[config.mk]
export PLATFORM = sky130hd
export DESIGN_NAME = adc_conv_sequencer
export DESIGN_NICKNAME = d
export VERILOG_FILES = /design/src/rtl/adc_seq_pkg.sv /design/src/rtl/adc_seq_prescaler.sv /design/src/rtl/adc_seq_sar.sv /design/src/rtl/adc_conv_sequencer.sv
export SDC_FILE = /design/constraint.sdc
export NUM_CORES = 1
export LEC_CHECK = 0
export ABC_AREA = 1
export CAP_MARGIN = 20
export CORE_MARGIN = 2
export CORE_UTILIZATION = 30
export CTS_CLUSTER_DIAMETER = 150
export DETAILED_ROUTE_END_ITERATION = 6
export SYNTH_ARGS = -nofsm -noshare
export SYNTH_HDL_FRONTEND = slang
export SYNTH_SLANG_ARGS = --single-unit
[constraint.sdc]
create_clock -name clk -period 2.1 [get_ports clk]
set_input_delay 0.21 -clock clk [delete_from_list [all_inputs] [get_ports clk]]
set_output_delay 0.21 -clock clk [all_outputs]
set_load 0.05 [all_outputs]
[src/rtl/adc_seq_pkg.sv]
package adc_seq_pkg;

    localparam int unsigned CYC_W = 9;

    typedef enum logic [1:0] {
        ST_IDLE,
        ST_DELAY,
        ST_SAMPLE,
        ST_CONVERT
    } seq_state_t;

    typedef struct packed {
        logic             legal;
        logic             wide;
        logic [CYC_W-1:0] conv;
        logic [CYC_W-1:0] samp;
        logic [CYC_W-1:0] dmin;
        logic [CYC_W-1:0] step;
    } speed_cfg_t;

    // Timing set per speed code; step is the spacing of bit decisions.
    function automatic speed_cfg_t decode_speed(input logic [2:0] code,
                                                input int unsigned bits);
        speed_cfg_t c;
        c = '0;
        case (code)
            3'b000: begin c.legal = 1'b1; c.wide = 1'b1; c.conv = CYC_W'(288);
                          c.samp = CYC_W'(40); c.dmin = CYC_W'(32);
                          c.step = CYC_W'((288 - 40) / bits); end
            3'b001: begin c.legal = 1'b1; c.wide = 1'b1; c.conv = CYC_W'(240);
                          c.samp = CYC_W'(32); c.dmin = CYC_W'(28);
                          c.step = CYC_W'((240 - 32) / bits); end
            3'b010: begin c.legal = 1'b1; c.wide = 1'b1; c.conv = CYC_W'(192);
                          c.samp = CYC_W'(24); c.dmin = CYC_W'(24);
                          c.step = CYC_W'((192 - 24) / bits); end
            3'b100: begin c.legal = 1'b1; c.wide = 1'b0; c.conv = CYC_W'(144);
                          c.samp = CYC_W'(20); c.dmin = CYC_W'(16);
                          c.step = CYC_W'((144 - 20) / bits); end
            3'b101: begin c.legal = 1'b1; c.wide = 1'b0; c.conv = CYC_W'(120);
                          c.samp = CYC_W'(16); c.dmin = CYC_W'(14);
                          c.step = CYC_W'((120 - 16) / bits); end
            3'b110: begin c.legal = 1'b1; c.wide = 1'b0; c.conv = CYC_W'(96);
                          c.samp = CYC_W'(12); c.dmin = CYC_W'(12);
                          c.step = CYC_W'((96 - 12) / bits); end
            default: c.legal = 1'b0;
        endcase
        return c;
    endfunction

endpackage

[src/rtl/adc_seq_prescaler.sv]
module adc_seq_prescaler #(
    parameter int unsigned PW = 2
) (
    input  logic          clk,
    input  logic          rst_n,
    output logic [PW-1:0] to_wide,
    output logic          to_narrow
);

    logic [PW-1:0] phase;

    always_ff @(posedge clk or negedge rst_n) begin
        if (!rst_n) phase <= '0;
        else        phase <= phase + PW'(1);
    end

    // Cycles left to the next boundary of a 2^PW and of a 2-cycle period.
    assign to_wide   = PW'(0) - phase;
    assign to_narrow = phase[0];

endmodule

[src/rtl/adc_seq_sar.sv]
module adc_seq_sar #(
    parameter int unsigned RES = 10,
    parameter int unsigned CW  = 9
) (
    input  logic           clk,
    input  logic           rst_n,
    input  logic           load,
    input  logic           active,
    input  logic [CW-1:0]  step_len,
    input  logic           cmp_in,
    output logic [RES-1:0] trial,
    output logic           bit_step
);

    localparam int unsigned IDX_W = $clog2(RES);

    logic [CW-1:0]    step_cnt;
    logic [IDX_W-1:0] bit_idx;
    logic             done;

    assign bit_step = active && !done && (step_cnt == step_len - CW'(1));

    always_ff @(posedge clk or negedge rst_n) begin
        if (!rst_n) begin
            trial    <= '0;
            bit_idx  <= '0;
            step_cnt <= '0;
            done     <= 1'b1;
        end else if (load) begin
            trial    <= RES'(1) << (RES - 1);
            bit_idx  <= IDX_W'(RES - 1);
            step_cnt <= '0;
            done     <= 1'b0;
        end else if (active && !done) begin
            if (bit_step) begin
                step_cnt <= '0;
                if (!cmp_in) trial[bit_idx] <= 1'b0;
                if (bit_idx != '0) begin
                    trial[bit_idx - IDX_W'(1)] <= 1'b1;
                    bit_idx <= bit_idx - IDX_W'(1);
                end else begin
                    done <= 1'b1;
                end
            end else begin
                step_cnt <= step_cnt + CW'(1);
            end
        end
    end

endmodule

[src/rtl/adc_conv_sequencer.sv]
module adc_conv_sequencer
    import adc_seq_pkg::*;
#(
    parameter int unsigned RES_BITS = 10,
    parameter int unsigned PRESC_W  = 2
) (
    input  logic                clk,
    input  logic                rst_n,
    input  logic                en,
    input  logic                chan_wr,
    input  logic [2:0]          speed,
    input  logic                cmp_in,
    input  logic                slow_clk,
    input  logic                fast_osc_off,
    input  logic                rd_result,
    input  logic                wr_ctrl,
    output logic                sample_hold,
    output logic                bit_step,
    output logic [RES_BITS-1:0] trial_code,
    output logic                eoc_irq,
    output logic [RES_BITS-1:0] result,
    output logic                access_err
);

    localparam int unsigned CW = CYC_W;

    seq_state_t          state, nxt;
    logic [CW-1:0]       cnt, nxt_cnt;
    logic [CW-1:0]       cfg_samp, cfg_conv, cfg_step;
    logic [CW-1:0]       delay_len;
    speed_cfg_t          live;
    logic [PRESC_W-1:0]  ext_wide;
    logic                ext_narrow;
    logic                blocked, load_cfg, fire, sar_load, converting;
    logic [RES_BITS-1:0] trial;

    assign live    = decode_speed(speed, RES_BITS);
    assign blocked = slow_clk & fast_osc_off;

    adc_seq_prescaler #(.PW(PRESC_W)) u_presc (
        .clk       (clk),
        .rst_n     (rst_n),
        .to_wide   (ext_wide),
        .to_narrow (ext_narrow)
    );

    assign delay_len = live.dmin + (live.wide ? CW'(ext_wide) : CW'(ext_narrow));

    // Next-state logic: disable first, then (re)start, then phase counting.
    always_comb begin
        nxt      = state;
        nxt_cnt  = cnt;
        load_cfg = 1'b0;
        fire     = 1'b0;
        if (!en) begin
            nxt     = ST_IDLE;
            nxt_cnt = '0;
        end else if (state == ST_IDLE || (chan_wr && !blocked)) begin
            if (live.legal) begin
                nxt      = ST_DELAY;
                nxt_cnt  = delay_len - CW'(1);
                load_cfg = 1'b1;
            end else begin
                nxt     = ST_IDLE;
                nxt_cnt = '0;
            end
        end else begin
            unique case (state)
                ST_IDLE: nxt = ST_IDLE;
                ST_DELAY: begin
                    if (cnt == '0) begin
                        nxt     = ST_SAMPLE;
                        nxt_cnt = cfg_samp - CW'(1);
                    end else begin
                        nxt_cnt = cnt - CW'(1);
                    end
                end
                ST_SAMPLE: begin
                    if (cnt == '0) begin
                        nxt     = ST_CONVERT;
                        nxt_cnt = cfg_conv - cfg_samp - CW'(1);
                    end else begin
                        nxt_cnt = cnt - CW'(1);
                    end
                end
                ST_CONVERT: begin
                    if (cnt == '0) begin
                        nxt     = ST_SAMPLE;
                        nxt_cnt = cfg_samp - CW'(1);
                        fire    = 1'b1;
                    end else begin
                        nxt_cnt = cnt - CW'(1);
                    end
                end
            endcase
        end
    end

    // State register with the timing set captured at each (re)start.
    always_ff @(posedge clk or negedge rst_n) begin
        if (!rst_n) begin
            state    <= ST_IDLE;
            cnt      <= '0;
            cfg_samp <= '0;
            cfg_conv <= '0;
            cfg_step <= '0;
        end else begin
            state <= nxt;
            cnt   <= nxt_cnt;
            if (load_cfg) begin
                cfg_samp <= live.samp;
                cfg_conv <= live.conv;
                cfg_step <= live.step;
            end
        end
    end

    assign sar_load   = (state == ST_SAMPLE) && (nxt == ST_CONVERT);
    assign converting = (state == ST_CONVERT);

    adc_seq_sar #(.RES(RES_BITS), .CW(CW)) u_sar (
        .clk      (clk),
        .rst_n    (rst_n),
        .load     (sar_load),
        .active   (converting),
        .step_len (cfg_step),
        .cmp_in   (cmp_in),
        .trial    (trial),
        .bit_step (bit_step)
    );

    assign trial_code = trial;

    // Registered outputs.
    always_ff @(posedge clk or negedge rst_n) begin
        if (!rst_n) begin
            eoc_irq    <= 1'b0;
            result     <= '0;
            access_err <= 1'b0;
        end else begin
            eoc_irq    <= fire;
            if (fire) result <= trial;
            access_err <= blocked & (rd_result | wr_ctrl | chan_wr);
        end
    end

    always_comb sample_hold = (state == ST_SAMPLE);

endmodule

==> results.md, run 1 <==
- Status: finished with violations
- Violated checks: negative setup slack
- Multi-input gate area: 2500 um2
- HPWL after DPL: 8.58 mm
- Chip height: 124 um
- Die Wd: 124 um
- Mapped Avg Cell Area: 7.60 um2
- Clock slew at reported path FFs: 50 ps
- Register area: 1550 um2
- Synth top area share: 35.1%
- Critical Path AT: 1990 ps
- Yosys top cell by area: dfrtp_1
- Inserted Diodes: 0
- HP Class: in -> reg
- Core Area: 14400 um2
- Fillers: 1433
- Register area share after synthesis: 35.7%
- Routability Congestion: 0.911
- VDD IR max: 416 uV
- RR Endpoint: u_sar.trial[9]
- Nets: 706
- CTS root buf: clkbuf_16
- Post-synth EDFFs: 0
- Cell Area, Synth: 4350 um2
- DRC: 0
- Crit path kind: reg -> out
- Clock latency on the worst-skew pair: 350 ps
- Gate Count Post-Synth: 572
- Hold Slack: 378 ps
- Maximum clock insertion buffer count: 2
- Synth top cells by count: 143 x nand2_1, 69 x inv_1, 61 x dfrtp_1, 54 x o21ai_0, 41 x nand3_1
- Fin crit share: 105%
- Routed len/inst: 13.3 um
- Fmax: 454 MHz
- Initial DRC Count: 285
- Comb pwr share: 38.8%
- Sw frac: 40.1%
- H-Tree Depth: 3
- Fin. Hold Viols: 0
- Cts bufs inserted: 9
- Min Clock Period, post-route: 2200 ps
- End point of the critical path: bit_step
- Slew Limit Headroom: 65.7%
- Post-route ant nets: 0
- Skew final: 11.6 ps
- GR Overflow Total: 0
- Switching power: 2.02 mW
- Std cell rows: 44
- Power density cells: 880 nW/um2
- Die ar.: 15500 um2
- Crit path capture type: output port
- Leading cell types by total area after synthesis: dfrtp_1 35%, nand2_1 12%, ha_1 7.5%
- Critical path peak fanout: 3
- Main synth FF type: dfrtp_1
- Worst EP required: 1890 ps
- Largest net degree at the start of global routing: 63
- IO buf count: 35
- Internal: 3.02 mW
- Depth of the most critical reg-to-reg path: 11
- Leak Pwr: 2.84 nW
- Fin. max-slew vios: 0
- Worst Max-Slew Pin Slew: 514 ps
- Critical path launch point type: flop
- Share of layout cells above drive strength 1: 23.4%
- Final WS setup: -104 ps
- Clk pwr share: 29.9%
- Unrepaired setup endpoints after global routing: true
- Synth Register Bits: 62
- CP Launch Point: cfg_step[2]
- Netlist cell types: 43
- R2R Path Start: cfg_step[2]
- Synth warnings: 0
- Tot GR Track Use: 15.3%
- MaxCap Viol Count: 0
- Drt via density: 4.70
- CTS tree: built
- Share of power burned in registers: 31.3%
- Vias in the first global route: 4019
- Drt pass-1 iters: 4
- Mapped Nets: 612
- Asr flop ratio synth: 100%
- Initial cell density of the core: 30.3%
- CTS Sinks: 62
- First-pass GRT wire length: 19.4 mm
- Pre-CTS setup slack: -686 ps
- Register-to-register setup slack: -30 ps
- Final setup fails: 6
- DR vias: 4020
- Worst Hold Depth: 5
- Post-Route WL: 11.4 mm
- Layout area overhead: 31.7%
- Most frequent cell after synthesis: nand2_1
- Initial antenna violation count: 0
- Io pins: 36
[per-stage QoR]
step | cell area, um2 | cells | total power, mW | setup TNS, ps | util, %
final | 5730 | 855 | 5.04 | -203 | 39.9
after global routing | 5730 | 855 | 5.39 | -2550 | 39.9
after CTS | 5640 | 851 | 5.04 | -82.9 | 39.3
after detailed placement | 5250 | 827 | 3.48 | -3900 | 36.5
after global placement | 5250 | 827 | 3.44 | -3540 | 36.5
after floorplan | 4360 | 572 | 2.85 | 0 | -
[layout by cell type (no fill, tap or decap), types with 2 or more instances in the layout]
cell type and instances:
buf_2 2, nand3_1 40, buf_12 4, ha_1 19
dfrtp_1 60, ha_4 3, buf_4 56, o21ai_0 46
nand2_1 140, clkbuf_16 9, inv_2 14, clkinv_1 3
nor3_2 2, nor2_8 2, clkdlybuf4s50_1 29, nor2_1 29
nor2_2 7, o21ai_1 10, a21oi_1 19, inv_1 66
ha_2 4, o21ai_2 3, clkinv_2 2, nand3_2 14
o211ai_1 2, a21oi_2 3, nor3_1 7, nand4_1 17
nor2_4 3, xnor2_1 3, o31ai_1 2, xor2_1 12
clkinvlp_4 2, nand2_2 12
[flip-flops by register name (all words and copies together) (netlist names)]
signal and cells:
state 2, u_presc.phase 2, result 10, cfg_samp 4, eoc_irq 1, u_sar.bit_idx 4
cfg_conv 6, u_sar.done 1, access_err 1, cfg_step 3, cnt 9, u_sar.step_cnt 9
u_sar.trial 10
[cell families (layout without fill, tap and decap cells)]
group / count (synthesis) / after routing / share of synthesized area [%]
and+or+nand+nor: 281 / 281 / 32.3
buffers and inverters: 95 / 194 / 9.09
AOI/OAI and AO/OA: 91 / 91 / 11.5
DFF: 62 / 62 / 35.7
adders and majority gates: 28 / 28 / 8.40
xor gates and xnor gates: 15 / 15 / 3.02
[final cells by class]
type                            count  share of cell area (%)
Sequential cell                    62                    27.1
Multi-Input combinational cell    415                    43.6
Inverter                           84                    5.55
Tap cell                          184                    4.02
Clock buffer                        9                    3.93
Timing Repair Buffer               94                    14.5
Clock inverter                      7                    1.27
[how the worst min path moves through the flow]
| stage | to | slack [ps] | start |
|---|---|---|---|
| 2_1_floorplan | access_err | -90 | rst_n |
| 6_report | cfg_samp[5] | 380 | speed[2] |
| 5_1_grt | cfg_samp[5] | 410 | speed[2] |
| 3_3_place_gp | result[4] | 250 | rst_n |
| 3_5_place_dp | result[4] | 260 | rst_n |
| 4_1_cts | access_err | 410 | slow_clk |
[power groups by stage]
stage / logic [mW] / registers, mW / clock network, mW
floorplan: 1.03 / 1.82 / 0
global placement: 1.85 / 1.59 / 0
detailed placement: 1.88 / 1.60 / 0
CTS: 1.92 / 1.58 / 1.54
global route: 2.18 / 1.61 / 1.60
finish: 1.96 / 1.58 / 1.51
[layer usage]
| layer | share of wire, % | vias up | GRT usage [%] |
|---|---|---|---|
| met5 | 0 | - | 0 |
| met4 | 1.4 | 0 | 5.68 |
| met3 | 2.6 | 13 | 2.62 |
| met2 | 48 | 61 | 25.3 |
| met1 | 48 | 1881 | 20.2 |
| li1 | - | 2065 | - |
[timing repair]
item,CTS,global route
hold buffers,1,0
endpoints found under the hold margin,61,0
gates resized for setup,13,26
buffers inserted,7,4
endpoints found under the setup margin,7,29
pin swaps,5,14
[critical path, stage by stage (launching register included)]
cell     delay [ps]
dfrtp_1         410
nor3_2          200
ha_2            310
nand2_2          90
inv_2            50
nor2_2           70
nand3_1          80
nor2_2          140
nand2_1          80
inv_2            90
buf_12          130
Note: power is estimated with default switching activity, not from simulation.
==> run 2: changes to the inputs <==
--- a/config.mk
+++ b/config.mk
@@ -11,6 +11,7 @@
 export CORE_UTILIZATION = 30
 export CTS_CLUSTER_DIAMETER = 150
 export DETAILED_ROUTE_END_ITERATION = 6
+export PLACE_DENSITY = 0.45
 export SYNTH_ARGS = -nofsm -noshare
 export SYNTH_HDL_FRONTEND = slang
 export SYNTH_SLANG_ARGS = --single-unit
==> results.md, run 2 (synthesized netlist as in run 1, its figures left out) <==
- Largest net degree at the start of global routing: 44 (was 63)
- Fmax: 467 MHz (was 454 MHz)
- DR vias: 3990 (was 4020)
- Crit path kind: reg -> out (unchanged)
- H-Tree Depth: 3 (unchanged)
- Cts bufs inserted: 9 (unchanged)
- VDD IR max: 350 uV (was 416 uV)
- Std cell rows: 44 (unchanged)
- Maximum clock insertion buffer count: 2 (unchanged)
- Clock latency on the worst-skew pair: 340 ps (was 350 ps)
- MaxCap Viol Count: 0 (unchanged)
- Critical Path AT: 1930 ps (was 1990 ps)
- Chip height: 124 um (unchanged)
- Post-route cell area: 5810 um2 (was 5730 um2)
- Drt via density: 4.66 (was 4.70)
- Fin. max-slew vios: 0 (unchanged)
- HP Class: in -> reg (unchanged)
- Crit path capture type: output port (unchanged)
- Nets: 707 (was 706)
- Top flop regs: result: 10 flops, u_sar.trial: 10 flops (unchanged)
- Drt pass-1 iters: 5 (was 4)
- Routability Congestion: 0.879 (was 0.911)
- Crit path max-delay family: simple AND/OR/NAND/NOR gates (unchanged)
- Slew Limit Headroom: 65.7% (about the same)
- Die ar.: 15500 um2 (unchanged)
- Critical path peak fanout: 3 (unchanged)
- GR Overflow Total: 0 (unchanged)
- DRC: 0 (unchanged)
- Fin. Hold Viols: 0 (unchanged)
- Final WS setup: -42.1 ps (was -104 ps)
- Routed len/inst: 13.5 um (was 13.3 um)
- Violated checks: negative setup slack (unchanged)
- GR Util met2: 25.4% (was 25.3%)
- CP max stage delay: 400 ps (was 410 ps)
- Multi-input gate area: 2560 um2 (was 2500 um2)
- Die Wd: 124 um (unchanged)
- Post-route insts no fill: 856 (was 855)
- Depth of the most critical reg-to-reg path: 13 (was 11)
- Status: finished with violations (unchanged)
- Unrepaired setup endpoints after global routing: true (unchanged)
- GR Layer Usage met1: 20.8% (was 20.2%)
- Inserted Diodes: 0 (unchanged)
- Clock slew at reported path FFs: 50 ps (about the same)
- CTS root buf: clkbuf_16 (unchanged)
- Share of layout cells above drive strength 1: 24.7% (was 23.4%)
- Core Area: 14400 um2 (unchanged)
- Layout area overhead: 33.5% (was 31.7%)
- First-pass GRT wire length: 19.8 mm (was 19.4 mm)
- Layer with the highest usage: met2 (unchanged)
- Min Clock Period, post-route: 2140 ps (was 2200 ps)
- Critical path launch point type: flop (unchanged)
- Crit path max-delay cell type: dfrtp_1 (unchanged)
- CP Launch Point: cfg_step[2] (unchanged)
- Cells along the critical path: nor3_2 -> ha_4 -> nand2_2 -> inv_2 -> nor2_2 -> nand3_2 -> nor2_4 -> nand2_2 -> inv_2 -> buf_12 (was nor3_2 -> ha_2 -> nand2_2 -> inv_2 -> nor2_2 -> nand3_1 -> nor2_2 -> nand2_1 -> inv_2 -> buf_12)
- R2R Path Start: cfg_step[2] (unchanged)
- Initial DRC Count: 213 (was 285)
- Worst EP required: 1890 ps (about the same)
- Worst Max-Slew Pin Slew: 514 ps (about the same)
- HPWL after DPL: 8.91 mm (was 8.58 mm)
- Setup tns final: -42.1 ps (was -203 ps)
- Final setup fails: 1 (was 6)
- Register-to-register setup slack: 30 ps (was -30 ps)
- Most frequent cells in the layout: 139 x nand2_1, 65 x inv_1, 60 x dfrtp_1 (was 140 x nand2_1, 66 x inv_1, 60 x dfrtp_1)
- Vias in the first global route: 4064 (was 4019)
- CTS Sinks: 62 (unchanged)
- End point of the critical path: bit_step (unchanged)
- Skew final: 7.91 ps (was 11.6 ps)
- Initial cell density of the core: 30.3% (unchanged)
- DP Cell Count: 828 (was 827)
- Io pins: 36 (unchanged)
- Total Power: 5.11 mW (was 5.04 mW)
- Leak Pwr: 2.86 nW (was 2.84 nW)
- CP Buf/Inv Count: 3 (unchanged)
- CTS tree: built (unchanged)
- Post-route ant nets: 0 (unchanged)
- Initial antenna violation count: 0 (unchanged)
- Register area: 1550 um2 (unchanged)
- Worst path depth: 10 (unchanged)
- Post-Route WL: 11.5 mm (was 11.4 mm)
- RR Endpoint: u_sar.trial[6] (was u_sar.trial[9])
- Power density cells: 880 nW/um2 (about the same)
- Fin crit share: 102% (was 105%)
- Post-layout util: 40.4% (was 39.9%)
- Tot GR Track Use: 15.7% (was 15.3%)
- Placed Area: 5260 um2 (was 5250 um2)
- Fillers: 1456 (was 1433)
- Most common cell after layout, fill and taps aside: nand2_1 (unchanged)
- IO buf count: 35 (unchanged)
- Grt met3 use: 2.62% (unchanged)
## run 2: cell type report
cell class | instances | area share [%]
Tap cell | 184 | 3.96
Timing Repair Buffer | 95 | 14.4
Clock inverter | 6 | 1.18
Multi-Input combinational cell | 415 | 44.1
Clock buffer | 10 | 4.11
Inverter | 84 | 5.47
Sequential cell | 62 | 26.8
## run 2: layer usage
metal	wire length, um	share of wire (%)	up-vias
li1	-	-	2055
met1	5650	49	1866
met2	5410	47	55
met3	260	2.3	14
met4	208	1.8	0
met5	0	0	-
## run 2: repair_timing
action | in CTS | in global routing
resized for setup | 18 | 30
endpoints found under the hold margin | 19 | 0
pin swaps | 8 | 14
hold buffers | 1 | 0
buffers inserted | 7 | 4
setup endpoints to repair | 7 | 25
## run 2: how the worst min path moves through the flow
stage	endpoint	slack, ps	depth (start not counted)	from
final	cfg_samp[5]	350	5	speed[2]
after global routing	cfg_samp[5]	380	5	speed[2]
after CTS	u_sar.step_cnt[8]	400	2	rst_n
after detailed placement	u_presc.phase[1]	230	1	rst_n
after global placement	u_presc.phase[1]	230	1	rst_n
after floorplan	access_err	-90	0	rst_n
## run 2: stage by stage
step / hold slack [ps] / setup slack (ps)
CTS: 400 / -93.6
floorplan: -85.6 / 21.1
detailed placement: 230 / -693
global placement: 227 / -589
finish: 351 / -42.1
global route: 385 / -147
## run 2: report_power, final
part	total (mW)	switching (mW)	leakage, nW	internal, mW
logic	2.00	1.26	1.93	0.747
registers	1.58	0.192	0.778	1.39
clock network	1.53	0.570	0.149	0.956
total	5.11	2.02	2.86	3.09
## run 2: worst register-to-register path: stages, from the launching register on
cell	delay [ps]
dfrtp_1	400
nor3_2	230
ha_4	170
inv_1	40
nand2_1	60
nand2_2	80
buf_4	140
buf_4	140
nor2_4	70
nand3_2	120
nor2_8	190
buf_12	140
nand3_1	90
a21oi_2	150
